## config.mk

```make
export PLATFORM = sky130hd
export DESIGN_NAME = xbar_crossbar
export DESIGN_NICKNAME = d
export VERILOG_FILES = /design/src/rtl/xbar_pkg.sv /design/src/rtl/xbar_alloc.sv /design/src/rtl/xbar_pin_mux.sv /design/src/rtl/xbar_crossbar.sv
export SDC_FILE = /design/constraint.sdc
export NUM_CORES = 1
export LEC_CHECK = 0
export BUFFER_PORTS_ARGS = -buffer_cell sky130_fd_sc_hd__buf_2
export CORE_ASPECT_RATIO = 0.8
export CORE_MARGIN = 4
export CORE_UTILIZATION = 34
export DETAILED_ROUTE_END_ITERATION = 8
export GPL_ROUTABILITY_DRIVEN = 0
export SLEW_MARGIN = 20
export SYNTH_ARGS = -nofsm -noshare
export SYNTH_HDL_FRONTEND = slang
export SYNTH_SLANG_ARGS = --single-unit
```

## constraint.sdc

```tcl
create_clock -name clk -period 6.73 [get_ports clk]
set_clock_uncertainty 0.1 [all_clocks]
set_input_delay 1.346 -clock clk [delete_from_list [all_inputs] [get_ports clk]]
set_output_delay 1.346 -clock clk [all_outputs]
set_load 0.02 [all_outputs]
```

## src/rtl/xbar_pkg.sv

```systemverilog
package xbar_pkg;
    localparam int NSIG = 8;
    localparam int NGRP = 5;
    localparam int SELW = $clog2(NSIG + 1);

    // signal index s carries selection code s+1
    function automatic int grp_of(int s);
        case (s)
            0, 1:    return 0;
            2, 3:    return 1;
            4, 5:    return 2;
            6:       return 3;
            default: return 4;
        endcase
    endfunction

    function automatic int grp_size(int g);
        return (g < 3) ? 2 : 1;
    endfunction

    function automatic int grp_first(int g);
        return (g < 3) ? 2 * g : g + 3;
    endfunction

    function automatic logic sig_is_input(int s);
        return (s == 1) || (s == 5) || (s == 6) || (s == 7);
    endfunction
endpackage

```

## src/rtl/xbar_alloc.sv

```systemverilog
module xbar_alloc
    import xbar_pkg::*;
#(
    parameter int NUM_PINS = 32
) (
    input  logic [NGRP-1:0]                periph_en,
    input  logic [NUM_PINS-1:0]            skip_mask,
    output logic [NUM_PINS-1:0][SELW-1:0]  sel,
    output logic                           overflow
);
    localparam int CW = $clog2(NUM_PINS + 1);
    localparam int BW = ((CW > SELW) ? CW : SELW) + 1;

    logic [CW-1:0] rank [NUM_PINS];
    logic [CW-1:0] free_total;
    logic [BW-1:0] gbase [NGRP];
    logic          gfit  [NGRP];
    logic [BW-1:0] sidx  [NSIG];
    logic          svalid[NSIG];

    always_comb begin
        logic [CW-1:0] cnt;
        logic [BW-1:0] acc;
        // rank of a pin = number of free pins below it
        cnt = '0;
        for (int p = 0; p < NUM_PINS; p++) begin
            rank[p] = cnt;
            cnt = cnt + CW'(!skip_mask[p]);
        end
        free_total = cnt;

        // groups take contiguous free ranks in priority order
        acc = '0;
        overflow = 1'b0;
        for (int g = 0; g < NGRP; g++) begin
            gbase[g] = acc;
            gfit[g]  = periph_en[g] && ((acc + BW'(grp_size(g))) <= BW'(free_total));
            if (periph_en[g]) begin
                acc = acc + BW'(grp_size(g));
                if (!gfit[g]) overflow = 1'b1;
            end
        end

        for (int s = 0; s < NSIG; s++) begin
            svalid[s] = gfit[grp_of(s)];
            sidx[s]   = gbase[grp_of(s)] + BW'(s - grp_first(grp_of(s)));
        end

        for (int p = 0; p < NUM_PINS; p++) begin
            sel[p] = '0;
            for (int s = 0; s < NSIG; s++) begin
                if (!skip_mask[p] && svalid[s] && (sidx[s] == BW'(rank[p])))
                    sel[p] = SELW'(s + 1);
            end
        end
    end
endmodule

```

## src/rtl/xbar_pin_mux.sv

```systemverilog
module xbar_pin_mux
    import xbar_pkg::*;
(
    input  logic [SELW-1:0] sel,
    input  logic            en,
    input  logic            gpio_bit,
    input  logic [NSIG-1:0] periph_out,
    output logic            oe,
    output logic            dout,
    output logic            is_in,
    output logic            is_out
);
    always_comb begin
        is_in  = 1'b0;
        is_out = 1'b0;
        dout   = gpio_bit;
        oe     = en;
        for (int s = 0; s < NSIG; s++) begin
            if (sel == SELW'(s + 1)) begin
                if (sig_is_input(s)) begin
                    is_in = 1'b1;
                    oe    = 1'b0;
                    dout  = 1'b0;
                end else begin
                    is_out = 1'b1;
                    dout   = periph_out[s];
                    oe     = en;
                end
            end
        end
    end
endmodule

```

## src/rtl/xbar_crossbar.sv

```systemverilog
module xbar_crossbar
    import xbar_pkg::*;
#(
    parameter int NUM_PINS = 32
) (
    input  logic                     clk,
    input  logic                     rst_n,
    input  logic                     xbar_en,
    input  logic [NGRP-1:0]          periph_en,
    input  logic [NUM_PINS-1:0]      skip_mask,
    input  logic [NUM_PINS-1:0]      port_data,
    input  logic [NSIG-1:0]          periph_out,
    input  logic [NUM_PINS-1:0]      pin_in,
    output logic [NUM_PINS*SELW-1:0] pin_sel,
    output logic [NUM_PINS-1:0]      pin_is_in,
    output logic [NUM_PINS-1:0]      pin_is_out,
    output logic [NUM_PINS-1:0]      pin_oe,
    output logic [NUM_PINS-1:0]      pin_dout,
    output logic [NSIG-1:0]          periph_in,
    output logic                     overflow
);
    typedef struct packed {
        logic [NUM_PINS-1:0][SELW-1:0] sel;
        logic                          en;
        logic                          ovf;
    } state_t;

    state_t state_d, state_q;

    logic [NUM_PINS-1:0][SELW-1:0] alloc_sel;
    logic                          alloc_ovf;

    xbar_alloc #(.NUM_PINS(NUM_PINS)) alloc_i (
        .periph_en (periph_en),
        .skip_mask (skip_mask),
        .sel       (alloc_sel),
        .overflow  (alloc_ovf)
    );

    always_comb begin
        state_d     = state_q;
        state_d.sel = alloc_sel;
        state_d.en  = xbar_en;
        state_d.ovf = alloc_ovf;
    end

    always_ff @(posedge clk or negedge rst_n) begin
        if (!rst_n) state_q <= '0;
        else        state_q <= state_d;
    end

    for (genvar p = 0; p < NUM_PINS; p++) begin : g_pin
        xbar_pin_mux mux_i (
            .sel        (state_q.sel[p]),
            .en         (state_q.en),
            .gpio_bit   (port_data[p]),
            .periph_out (periph_out),
            .oe         (pin_oe[p]),
            .dout       (pin_dout[p]),
            .is_in      (pin_is_in[p]),
            .is_out     (pin_is_out[p])
        );
    end

    always_comb begin
        for (int s = 0; s < NSIG; s++) begin
            periph_in[s] = 1'b1;
            for (int p = 0; p < NUM_PINS; p++) begin
                if (state_q.en && (state_q.sel[p] == SELW'(s + 1)))
                    periph_in[s] = pin_in[p];
            end
        end
    end

    assign pin_sel  = state_q.sel;
    assign overflow = state_q.ovf;
endmodule

```

==> summary.md, run 1 <==
| Metric | Value |
|---|---|
| Footprint of the multi-input gates | `20110 sq um` |
| Setup Slack @ Placement | `-6062 ps` |
| Area of the core region | `67430 sq um` |
| Cell repeated most along the worst path | `ha_4` |
| Outcome | `complete, but fails checks` |
| Net count, final | `4143` |
| Type of the worst setup path | `input port to flop` |
| Layout overhead on the synthesized area | `40.78%` |
| Average cell area after synthesis | `7.043 sq um` |
| Post-synthesis instance area | `about 23000 sq um` |
| Worst path required time | `~7000 ps` |
| # H-tree levels | `4` |
| Post-synth EDFFs | `0` |
| Post-synthesis sequential area ratio | `14.04%` |
| I/O pin total | `377` |
| Number of setup violations in the final report | `129` |
| HPWL after DPL | `80690 um` |
| Synth area leaders | `dfrtp_1 14%, xnor2_1 6.4%, xor2_1 5.3%, nor2_1 4.8%, a21oi_1 4.6%` |
| Worst path max stage delay | `610 ps` |
| Number of cells in the finished layout apart from fillers | `4882` |
| Commonest non-fill, non-tap cell in the layout | `buf_4` |
| Fill cell total of the finished layout | `6561` |
| Share of async-settable or async-resettable flops after synthesis | `100.0%` |
| Final critical-path share of the clock period | `174.3%` |
| Number of buffers inserted for hold repair after clock tree synthesis | `0` |
| Endpoint arrival time on the critical path | `11980 ps` |
| Die outline width | `299.8 um` |
| Syn_nets | `around 3500` |
| Initial DRC count | `2954` |
| Seq. cell area | `3254 sq um` |
| Initial Util | `34.36%` |
| Yosys warning total | `0` |
| Number of max-slew violations in the final report | `0` |
| Endpoint kind of the worst setup timing path | `flop` |
| Final count of hold timing violations | `0` |
| Detailed Route WL | `103100 um` |
| CTS tree | `done` |
| Critical Path Slowest Stage Cell | `or4_4` |
| Highest-count cells in the layout ignoring fill and taps | `534 x buf_4, 367 x buf_2, 283 x nor2_1` |
| Highest attainable clock frequency | `roughly 85 MHz` |
| Total of max-cap violations | `0` |
| Worst min-delay path category | `input port to asynchronous set/reset pin` |
| CTS buffer count | `17` |
| Detailed Routing Iterations Pass 1 | `7` |
| Avg Vias per Cell | `5.738` |
| First-pass GRT wire length | `151400 um` |
| Antenna violations before repair | `10` |
| Area of the die | `72400 sq um` |
| Root cell of the clock tree | `clkbuf_16` |
| Remaining max-slew budget at the tightest pin | `between 30% and 40%` |
| Least setup slack across all paths after layout | `-5000 ps` |
| Synth top area share | `14.04%` |
| Worst slew pin tran | `1004 ps` |
| Final Critical Period | `11730 ps` |
| Setup repair after global routing missed its margin | `yes` |
| Remaining Overflow, GRT | `0` |
| Number of clock sinks seen by CTS | `130` |
| Antenna viol nets, final | `0` |
| Vias in the first global route | `24864` |
| Ys flop type | `dfrtp_1` |
| Cells after synthesis | `3289` |
| Residual DRC | `0` |
| Leading area contributor after synthesis | `dfrtp_1` |
| Largest net degree at the start of global routing | `between 90 and 100` |
| Avg WL per Cell | `roughly 21 um` |
| Clock Pin Slew Worst Setup and Hold Paths | `60 ps` |
| Row count | `85` |
| Fraction of final layout cells sized beyond drive strength 1 | `36.54%` |
| All-layer global routing usage | `roughly a quarter` |
| Type of element launching the critical path | `input port` |
| Vias after detailed routing | `28012` |
| Number of library cell types mapped by synthesis | `101` |
| Post-Place Cells | `4771` |
| Largest fanout on the critical path | `6` |
| Total of buffers placed on input and output ports | `372` |
| Maximum count of clock buffers along a single path | `2` |
| Violations in the final reports | `negative setup slack` |
| Die outline height | `241.5 um` |
| Synthesis-stage register bit count | `130` |
-- kinds of logic (layout without fill, tap and decap cells) --
logic type,count (synthesis),in the layout,synth area share (%)
AND/OR/NAND/NOR,1375,1375,30.06
buffers and inverters,471,1145,9.911
AO/OA/AOI/OAI,834,834,23.98
flip-flops,130,130,14.04
XOR/XNOR,345,345,15.10
other,0,6,0
adder cells (fa/ha/maj),85,85,4.612
multiplexers,49,49,2.290
-- final cells by class --
class / count / share of cell area, %
Inverter: 127 / 1.477
Multi-Input combinational cell: 2688 / 61.67
Clock buffer: 18 / 1.347
Clock inverter: 14 / 0.4719
Tap cell: 913 / 3.503
Timing Repair Buffer: 986 / 21.50
Antenna cell: 6 / 0.04604
Sequential cell: 130 / 9.979
-- state kept, by name (all words and copies together), names as in the netlist --
name	flops
state_q	1
overflow	1
pin_sel	128
-- timing repair --
action | 4_1_cts | 5_1_grt
setup buffers | 55 | 30
endpoints found under the hold margin | 0 | 0
resized for setup | 281 | 115
endpoints found under the setup margin | 129 | 134
cloned | 4 | 1
pin swaps | 109 | 85
-- worst max-delay path: cells and delay by family --
family          cells  cell delay, ps
compound gates      3             390
simple gates        5            1240
mux                 1             230
xor+xnor            5             930
buf+inv             3             290
fa+ha+maj          30            7530
-- metrics by stage --
step | TNS [ps] | hold WS, ps | util, % | area, sq um
after floorplan | -735660 | 950.4 | - | 24170
after global placement | -734470 | 1381 | 43.77 | 29510
after detailed placement | -746810 | 1371 | 43.77 | 29510
after CTS | -599260 | 912.9 | 47.25 | 31860
after global routing | -658030 | 949.4 | 48.36 | 32610
final | -621320 | 878.6 | 48.37 | 32610
-- final timing paths --
kind | to | cells past startpoint | from
max in group asynchronous | state_q[1] | 2 | rst_n
max | pin_sel[9] | 47 | skip_mask[0]
min in group clk | state_q[1] | 1 | xbar_en
min | pin_sel[108] | 1 | rst_n
-- per-layer routing --
layer | GRT usage [%] | vias to the layer above | share of wire [%]
met1 | 39.40 | 13224 | 46
met4 | 9.333 | 8 | 4.1
met3 | 5.555 | 217 | 10
li1 | - | 13101 | -
met2 | 37.67 | 1462 | 40
met5 | 0 | - | 0.045
-- Yosys cell counts, types with 35 or more instances --
master and instances:
buf_4 130, xor2_1 140, nor2_1 296, or3_1 36, o21ai_0 157, clkbuf_1 173, nand3b_1 35, and3_1 38
nor2b_1 56, a21oi_1 215, dfrtp_1 130, nor3_1 157, inv_1 122, nor4_1 41, nand2b_1 123, xnor2_1 169
nand3_1 149, nand4_1 47, ha_1 79, o22ai_1 35, a31oi_1 64, nand2_1 285
Power of run 1 is not shown: default switching activity piles up to over one toggle a cycle in this logic, so the estimate is an artifact.
==> run 2, diff against run 1 <==
==> constraint.sdc (replaced) <==
create_clock -name clk -period 6.73 [get_ports clk]
set_clock_uncertainty 0.1 [all_clocks]
set_input_delay 0.3365 -clock clk [delete_from_list [all_inputs] [get_ports clk]]
set_output_delay 0.3365 -clock clk [all_outputs]
set_load 0.02 [all_outputs]
==> run 2 against run 1 <==
Against the previous run:
- the flow still finishes with violations (negative setup slack)
- setup slack better by 980 ps
- sequential share of layout area down 0.12 points
- wire length up 1.2%
- critical path type unchanged
- largest cell class unchanged
- highest routed layer unchanged
==> summary.md, run 2 (synthesis gave the netlist of run 1 again) <==
| Metric | Value |
|---|---|
| Outcome | `complete, but fails checks` |
| Violations in the final reports | `negative setup slack` |
| Worst slew pin tran | `approximately 1100 ps` |
| # H-tree levels | `4` |
| Area of the die | `72400 sq um` |
| Type of the worst setup path | `input port to flop` |
| Row count | `85` |
| Antenna viol nets, final | `0` |
| End of the worst hold path | `pin_sel[7]` |
| Remaining max-slew budget at the tightest pin | `28.07%` |
| Vias after detailed routing | `28171` |
| Critical Path Slowest Stage Cell | `fa_2` |
| Largest fanout on the critical path | `4` |
| Largest net degree at the start of global routing | `73` |
| Max FFs per register | `approximately 130` |
| Final count of hold timing violations | `0` |
| Number of setup violations in the final report | `129` |
| Type of element launching the critical path | `input port` |
| Cell repeated most along the worst path | `ha_4` |
| Worst path required time | `roughly 7000 ps` |
| Endpoint arrival time on the critical path | `10990 ps` |
| Residual DRC | `0` |
| Endpoint kind of the worst setup timing path | `flop` |
| Worst min-delay path category | `input port to flop` |
| All-layer global routing usage | `26.59%` |
| CTS tree | `done` |
| CTS buffer count | `17` |
| Highest-count cells in the layout ignoring fill and taps | `522 x buf_4, 368 x buf_2, 278 x nor2_1` |
| I/O pin total | `377` |
| Clock Pin Slew Worst Setup and Hold Paths | `60 ps` |
| Worst path max stage delay | `600 ps` |
| Die outline height | `around 240 um` |
| Cell Area, Placed | `29380 sq um` |
| Setup TNS | `-495600 ps` |
| Total of max-cap violations | `0` |
| HPWL after DPL | `80790 um` |
| Net count, final | `4151` |
| Detailed Route WL | `104300 um` |
| Remaining Overflow, GRT | `0` |
| Post-Place Cells | `4755` |
| Highest attainable clock frequency | `93.03 MHz` |
| Die outline width | `299.8 um` |
| Maximum count of clock buffers along a single path | `2` |
| Fraction of final layout cells sized beyond drive strength 1 | `37.19%` |
| Avg Vias per Cell | `5.755` |
| Initial DRC count | `3261` |
| Detailed Routing Iterations Pass 1 | `6` |
| Initial Util | `34.36%` |
| Vias in the first global route | `24883` |
| Number of clock sinks seen by CTS | `130` |
| Avg WL per Cell | `between 20 and 25 um` |
| Post-Layout Inst Area | `33000 sq um` |
| Root cell of the clock tree | `clkbuf_16` |
| Launch point of the worst hold path | `skip_mask[1]` |
| Setup Slack @ Placement | `-5036 ps` |
| Final critical-path share of the clock period | `159.7%` |
| Setup repair after global routing missed its margin | `yes` |
| Area of the core region | `slightly below 70000 sq um` |
| Layout overhead on the synthesized area | `42.43%` |
| Number of max-slew violations in the final report | `0` |
| Least setup slack across all paths after layout | `-4019 ps` |
| Number of cells in the finished layout apart from fillers | `a little under 5000` |
| Final Critical Period | `approximately 11000 ps` |
| Antenna violations before repair | `10` |
| Fill cell total of the finished layout | `6480` |
| First-pass GRT wire length | `about 150000 um` |
| WHS Path Cells | `3` |
| Total of buffers placed on input and output ports | `372` |
| Commonest non-fill, non-tap cell in the layout | `buf_4` |
run 2: what timing repair did:
| action | CTS | global route |
|---|---|---|
| resized for setup | 242 | 225 |
| pin swaps | 95 | 116 |
| endpoints found under the setup margin | 129 | 129 |
| endpoints found under the hold margin | 59 | 0 |
| cloned | 5 | 3 |
| hold buffers | 2 | 0 |
| setup buffers | 78 | 45 |
run 2: worst max-delay path by stage:
stage / cells after the start / startpoint / end / slack [ps]
floorplan: 48 / skip_mask[0] / pin_sel[101] / -4920
global placement: 51 / skip_mask[1] / pin_sel[36] / -4890
detailed placement: 51 / skip_mask[1] / pin_sel[24] / -5040
CTS: 50 / skip_mask[0] / pin_sel[117] / -3890
global route: 49 / skip_mask[0] / pin_sel[85] / -4340
finish: 49 / skip_mask[0] / pin_sel[24] / -4020
run 2: final cells by class:
type	instances	area, sq um	area share, %
Clock buffer	17	425.4	1.289
Clock inverter	15	170.2	0.5157
Sequential cell	130	3254	9.863
Antenna cell	11	27.53	0.08342
Inverter	127	481.7	1.460
Tap cell	913	1142	3.462
Multi-Input combinational cell	2688	20320	61.58
Timing Repair Buffer	994	7177	21.75
run 2: stage by stage:
| stage | util (%) | hold slack, ps |
|---|---|---|
| floorplan | - | -59.09 |
| global placement | 43.57 | 241.8 |
| detailed placement | 43.57 | 238.2 |
| CTS | 47.06 | 52.31 |
| global route | 48.91 | 54.00 |
| finish | 48.93 | 61.32 |
run 2: layer usage:
metal  GRT usage (%)  up-vias  part of all wire, %
li1                -    13124                    -
met1           40.06    13288                   45
met2           38.68     1554                   41
met3           4.946      199                   10
met4           7.018        6                  3.3
met5               0        -                0.033
run 2: critical path, delay by kind of cell:
family / cells / cell delay (ps)
adders and majority gates: 30 / 7580
AOI/OAI and AO/OA: 4 / 670
and+or+nand+nor: 4 / 740
xor gates and xnor gates: 6 / 1240
buffers and inverters: 5 / 420
Power of run 2 is left out for the same reason.
